## src/rtl/pmul8x16_pkg.sv

```systemverilog
package pmul8x16_pkg;

  localparam int PM_LANES   = 4;
  localparam int PM_FACT_W  = 8;
  localparam int PM_COEF_W  = 16;
  localparam int PM_PROD_W  = PM_FACT_W + PM_COEF_W;
  localparam int PM_WORD_W  = PM_LANES * PM_COEF_W;
  localparam int PM_WIDE_N  = PM_LANES / 2;
  localparam int PM_WIDE_ST = PM_WORD_W / PM_WIDE_N;
  localparam int PM_WIDE_OF = 7;

  typedef enum logic [2:0] {
    PM_LANE     = 3'd0,
    PM_ALPHA_HI = 3'd1,
    PM_ALPHA_LO = 3'd2,
    PM_BYTE_HI  = 3'd3,
    PM_BYTE_LO  = 3'd4,
    PM_WIDE_HI  = 3'd5,
    PM_WIDE_LO  = 3'd6,
    PM_RSVD     = 3'd7
  } pm_mode_e;

  // Unsigned factor times signed coefficient, full signed product.
  function automatic logic [PM_PROD_W-1:0] pm_product(
    input logic [PM_FACT_W-1:0] f,
    input logic [PM_COEF_W-1:0] c
  );
    logic signed [PM_PROD_W:0] p;
    p = $signed({1'b0, f}) * $signed(c);
    return p[PM_PROD_W-1:0];
  endfunction

  // Drop the low byte and round half up; the sum wraps inside 16 bits.
  function automatic logic [PM_COEF_W-1:0] pm_scale(input logic [PM_PROD_W-1:0] p);
    return p[PM_PROD_W-1:PM_FACT_W] + {{(PM_COEF_W-1){1'b0}}, p[PM_FACT_W-1]};
  endfunction

  // True when the rounding increment overflows the lane.
  function automatic logic pm_wraps(input logic [PM_PROD_W-1:0] p);
    return p[PM_FACT_W-1] & (&p[PM_PROD_W-1:PM_FACT_W]);
  endfunction

endpackage

```

## src/rtl/pmul8x16_opsel.sv

```systemverilog
module pmul8x16_opsel
  import pmul8x16_pkg::*;
(
  input  pm_mode_e                              mode,
  input  logic [PM_WORD_W-1:0]                  opa,
  input  logic [PM_WORD_W-1:0]                  opb,
  output logic [PM_LANES-1:0][PM_FACT_W-1:0]    fact,
  output logic [PM_LANES-1:0][PM_COEF_W-1:0]    coef
);

  localparam int HALF_W = PM_WORD_W / 2;

  for (genvar i = 0; i < PM_LANES; i++) begin : g_sel
    always_comb begin
      fact[i] = '0;
      coef[i] = '0;
      case (mode)
        PM_LANE: begin
          fact[i] = opa[PM_FACT_W*i +: PM_FACT_W];
          coef[i] = opb[PM_COEF_W*i +: PM_COEF_W];
        end
        PM_ALPHA_HI: begin
          fact[i] = opa[PM_FACT_W*i +: PM_FACT_W];
          coef[i] = opb[HALF_W-1 -: PM_COEF_W];
        end
        PM_ALPHA_LO: begin
          fact[i] = opa[PM_FACT_W*i +: PM_FACT_W];
          coef[i] = opb[PM_COEF_W-1:0];
        end
        PM_BYTE_HI, PM_WIDE_HI: begin
          fact[i] = opa[PM_COEF_W*i + PM_FACT_W +: PM_FACT_W];
          coef[i] = opb[PM_COEF_W*i +: PM_COEF_W];
        end
        PM_BYTE_LO, PM_WIDE_LO: begin
          fact[i] = opa[PM_COEF_W*i +: PM_FACT_W];
          coef[i] = opb[PM_COEF_W*i +: PM_COEF_W];
        end
        default: begin
          fact[i] = '0;
          coef[i] = '0;
        end
      endcase
    end
  end

endmodule

```

## src/rtl/pmul8x16_lane.sv

```systemverilog
module pmul8x16_lane
  import pmul8x16_pkg::*;
(
  input  logic [PM_FACT_W-1:0] fact,
  input  logic [PM_COEF_W-1:0] coef,
  output logic [PM_COEF_W-1:0] scaled,
  output logic                 wrap
);

  logic [PM_PROD_W-1:0] prod;

  assign prod   = pm_product(fact, coef);
  assign scaled = pm_scale(prod);
  assign wrap   = pm_wraps(prod);

endmodule

```

## src/rtl/pmul8x16_pack.sv

```systemverilog
module pmul8x16_pack
  import pmul8x16_pkg::*;
(
  input  pm_mode_e                           mode,
  input  logic [PM_LANES-1:0][PM_COEF_W-1:0] scaled,
  output logic [PM_WORD_W-1:0]               word
);

  always_comb begin
    word = '0;
    case (mode)
      PM_LANE, PM_ALPHA_HI, PM_ALPHA_LO, PM_BYTE_HI, PM_BYTE_LO: begin
        for (int i = 0; i < PM_LANES; i++) begin
          word[PM_COEF_W*i +: PM_COEF_W] = scaled[i];
        end
      end
      PM_WIDE_HI, PM_WIDE_LO: begin
        for (int i = 0; i < PM_WIDE_N; i++) begin
          word[PM_WIDE_ST*i + PM_WIDE_OF +: PM_COEF_W] = scaled[i];
        end
      end
      default: word = '0;
    endcase
  end

endmodule

```

## src/rtl/pmul8x16_unit.sv

```systemverilog
module pmul8x16_unit
  import pmul8x16_pkg::*;
(
  input  logic        clk,
  input  logic        rst_n,
  input  logic        in_valid,
  input  logic [2:0]  mode,
  input  logic [63:0] opa,
  input  logic [63:0] opb,
  output logic        out_valid,
  output logic [63:0] result
);

  pm_mode_e                           mode_e;
  logic [PM_LANES-1:0][PM_FACT_W-1:0] fact;
  logic [PM_LANES-1:0][PM_COEF_W-1:0] coef;
  logic [PM_LANES-1:0][PM_COEF_W-1:0] scaled;
  logic [PM_LANES-1:0]                lane_wrap;
  logic [PM_WORD_W-1:0]               next_word;

  assign mode_e = pm_mode_e'(mode);

  pmul8x16_opsel u_opsel (
    .mode (mode_e),
    .opa  (opa),
    .opb  (opb),
    .fact (fact),
    .coef (coef)
  );

  for (genvar i = 0; i < PM_LANES; i++) begin : g_lane
    pmul8x16_lane u_lane (
      .fact   (fact[i]),
      .coef   (coef[i]),
      .scaled (scaled[i]),
      .wrap   (lane_wrap[i])
    );
  end

  pmul8x16_pack u_pack (
    .mode   (mode_e),
    .scaled (scaled),
    .word   (next_word)
  );

  always_ff @(posedge clk or negedge rst_n) begin
    if (!rst_n) begin
      out_valid <= 1'b0;
      result    <= '0;
    end else begin
      out_valid <= in_valid;
      if (in_valid) begin
        result <= next_word;
      end
    end
  end

endmodule


```

## config.mk

```make
export PLATFORM = sky130hd
export DESIGN_NAME = pmul8x16_unit
export DESIGN_NICKNAME = d
export VERILOG_FILES = /design/src/rtl/pmul8x16_pkg.sv /design/src/rtl/pmul8x16_opsel.sv /design/src/rtl/pmul8x16_lane.sv /design/src/rtl/pmul8x16_pack.sv /design/src/rtl/pmul8x16_unit.sv
export SDC_FILE = /design/constraint.sdc
export NUM_CORES = 2
export LEC_CHECK = 0
export BUFFER_PORTS_ARGS = -buffer_cell sky130_fd_sc_hd__buf_4
export CAP_MARGIN = 40
export CORE_ASPECT_RATIO = 1.4
export CORE_MARGIN = 3
export CORE_UTILIZATION = 45
export CTS_CLUSTER_SIZE = 8
export DETAILED_ROUTE_END_ITERATION = 16
export PLACE_DENSITY_LB_ADDON = 0.25
export SLEW_MARGIN = 20
export SYNTH_ARGS = -nofsm -noshare
export SYNTH_HDL_FRONTEND = slang
export SYNTH_SLANG_ARGS = --single-unit
```

## constraint.sdc

```tcl
create_clock -name clk -period 0.8 [get_ports clk]
set_input_delay 0.12 -clock clk [delete_from_list [all_inputs] [get_ports clk]]
set_output_delay 0.12 -clock clk [all_outputs]
set_load 0.02 [all_outputs]
```

==> flow_summary.ini <==
[timing]
tightest_slew_ps = 700
rsz0062_at_grt = yes
min_period_over_period_pct = 796
maxClockFrequency_mhz = 157
setup_violations = 129
slew_violations = 0
finClkSkew_ps = 0
setup_tns_ps = -347750
layout_min_cycle_time_ps = 6370
fin_ws_ps = -5570
hold_viol = 0
relSlewSlack_pct = 52.9

[placed_design]
routabilityCongestion = 0.987
dpl.hpwl_mm = 79.4
portBuffers = 198

[clock_tree]
clock_path_buffers = 2
clk_pin_slew_ps = 60
h-tree-depth = 3
clockRootBuffer = clkbuf_16
tritoncts = built
clock-sinks = 65
insertion_delay_ps = 360
cts_made_buffers = 9

[setup_path]
r2r_cells = 4
path_delay_family = adder cells
worstSetupEndpointType = flop
crit-reg2reg-capture = result[47]$_DFFE_PN0P_
rrSetupSlack_ps = -250
cp_num_buf_inv = 13
cp_slowest_cell = fa_1
critical_path_class = in2reg
cp_max_fo = 7
reg2reg_from = result[47]$_DFFE_PN0P_
cp.arrival_ps = 6600
worst_ep_required_time_ps = 1030
critical-path-max-stage-delay_ps = 570
setup.worst_path.start_class = input port
crit_top_cell = buf_12

[logic_synthesis]
async_reset_ff_share_pct = 100
synth_top_area_share_pct = 32.8
syn_area_sq_um = 24200
yosys_most_used_dff = dfrtp_1
ys_seq_elements = 65
yosysTopAreaCell = fa_1
synth_edf_count = 0
synthCells = 3060
synthTopCellsByArea = fa_1 (33%), ha_1 (9.3%), inv_1 (8.8%), dfrtp_1 (6.7%), nor2_1 (6.0%)
yosysSeqAreaShare_pct = 6.73
synthDistinctLibCells = 94
synth_nets = 3770
synth_area_per_cell_sq_um = 7.89
yosysWarningCount = 0

[grt]
grt_usage_pct = 34.9
grt_max_degree = 36
overflow = 0
antenna_found_initial = 1
grt_pass1_vias = 29354
grt_first_pass_wirelength_mm = 155

[cells_and_area]
post_route_cells_drive_above_1_share_pct = 45.6
n_fill_cell = 3586
diodes = 0
final_nets = 4920
multi_input_area_sq_um = 23900
syn_to_final_growth_pct = 65.3
fin_util_pct = 75.9
final-seq-area_sq_um = 1630

[route]
avgViaCountPerCell = 5.65
wire_per_inst_um = 21.8
drt.antenna.violating_nets = 0
wirelength_mm = 107
drt_first_pass_iters = 6
dr.first_iter.drc_count = 2045
drc = 0
vias = 27798

[die]
die_y_um = 280
die_area_sq_um = 56500
io_pins = 199
core_sq_um = 52600
die_x_um = 202
num_rows = 99
initial_core_util_pct = 45.9

[hold_path]
hp-class = in2async

[run_status]
outcome = finished, violations left
violations = setup timing

[flow_run]
cap_violations = 0
-- layout by cell type (no fill, tap or decap), types with 31 or more instances in the layout --
master    count
buf_4       990
inv_1       517
fa_1        373
nor2_1      338
nand2_1     307
buf_6       197
ha_1        139
dfrtp_1      64
a21oi_2      63
a21o_1       61
a21oi_1      60
xnor2_1      53
inv_2        50
nand2_2      44
ha_4         37
nand2b_1     36
buf_12       36
nor2_2       32
o21ai_0      31
-- area by class of cell --
class | instances | area share (%)
clock buffers | 9 | 0.564
clock inverters | 7 | 0.207
inverters | 570 | 5.38
multi-input cells | 2312 | 59.9
flip-flops and latches | 65 | 4.08
well taps | 707 | 2.21
repair buffers | 1252 | 27.7
-- registers in the layout, indices dropped and copies added, names as in the netlist --
signal,count
out_valid,1
result,64
-- cell usage after synthesis, types with 18 or more instances --
| cell | count |
|---|---|
| o2bb2ai_1 | 19 |
| ha_1 | 180 |
| inv_1 | 569 |
| xnor2_1 | 84 |
| xor2_1 | 36 |
| a22oi_1 | 37 |
| nand2b_1 | 50 |
| nor2_1 | 383 |
| nor3_1 | 34 |
| fa_1 | 396 |
| nand2_1 | 381 |
| a22o_1 | 21 |
| a21oi_1 | 138 |
| dfrtp_1 | 65 |
| o21ai_0 | 73 |
| o211ai_1 | 18 |
| nor2b_1 | 28 |
| a21o_1 | 67 |
| and3_1 | 26 |
| clkbuf_1 | 89 |
| nand3_1 | 34 |
| and2_1 | 28 |
| o21ai_1 | 18 |
-- worst register-to-register path, delay by kind of cell, from the launching register on --
kind,cells,cell delay [ps]
buffers and inverters,1,150
AO/OA/AOI/OAI,2,280
flip-flops,1,390
AND/OR/NAND/NOR,1,100
-- logic make-up after synthesis --
| logic type | after synthesis | share of synthesized area (%) |
|---|---|---|
| AOI/OAI and AO/OA | 553 | 15.8 |
| adders and majority gates | 576 | 42.1 |
| buffers and inverters | 683 | 10.8 |
| xor gates and xnor gates | 123 | 4.55 |
| muxes | 12 | 0.528 |
| and+or+nand+nor | 1048 | 19.4 |
| DFF | 65 | 6.73 |
-- per-stage QoR --
stage | cell area (sq um) | setup WS, ps | hold slack [ps] | cells
2_1_floorplan | 24900 | -5740 | -176 | 3060
6_report | 39900 | -5570 | 177 | 4922
5_1_grt | 39900 | -5820 | 196 | 4922
3_3_place_gp | 32900 | -6150 | -2.28 | 4651
3_5_place_dp | 32900 | -6180 | 2.24 | 4651
4_1_cts | 37500 | -5420 | 167 | 4833
-- worst max path at each step --
stage / from / endpoint / slack [ps] / depth (start not counted)
6_report: mode[1] / result[47]$_DFFE_PN0P_ / -5570 / 36
5_1_grt: mode[1] / result[31]$_DFFE_PN0P_ / -5820 / 33
4_1_cts: mode[1] / result[54]$_DFFE_PN0P_ / -5420 / 28
3_3_place_gp: mode[1] / result[22]$_DFFE_PN0P_ / -6150 / 29
3_5_place_dp: mode[1] / result[52]$_DFFE_PN0P_ / -6180 / 29
2_1_floorplan: mode[0] / result[54]$_DFFE_PN0P_ / -5740 / 30
-- timing repair --
action | CTS | global route
buffers inserted | 157 | 106
hold buffers | 1 | 0
endpoints found under the hold margin | 65 | 0
pin swaps | 174 | 243
cloned | 15 | 4
resized for setup | 599 | 378
endpoints found under the setup margin | 129 | 129
-- per-layer routing --
layer  up-vias  wire, um  track usage (%)
li1      12112         -                -
met1     13739     36100             37.8
met2      1401     53800             63.9
met3       546      7590             4.79
met4         0      9490             22.4
met5         -         0                0
Power is left out: the tool's default activity adds up to more than one toggle a clock period on the data nets, which glitch-free logic cannot reach.
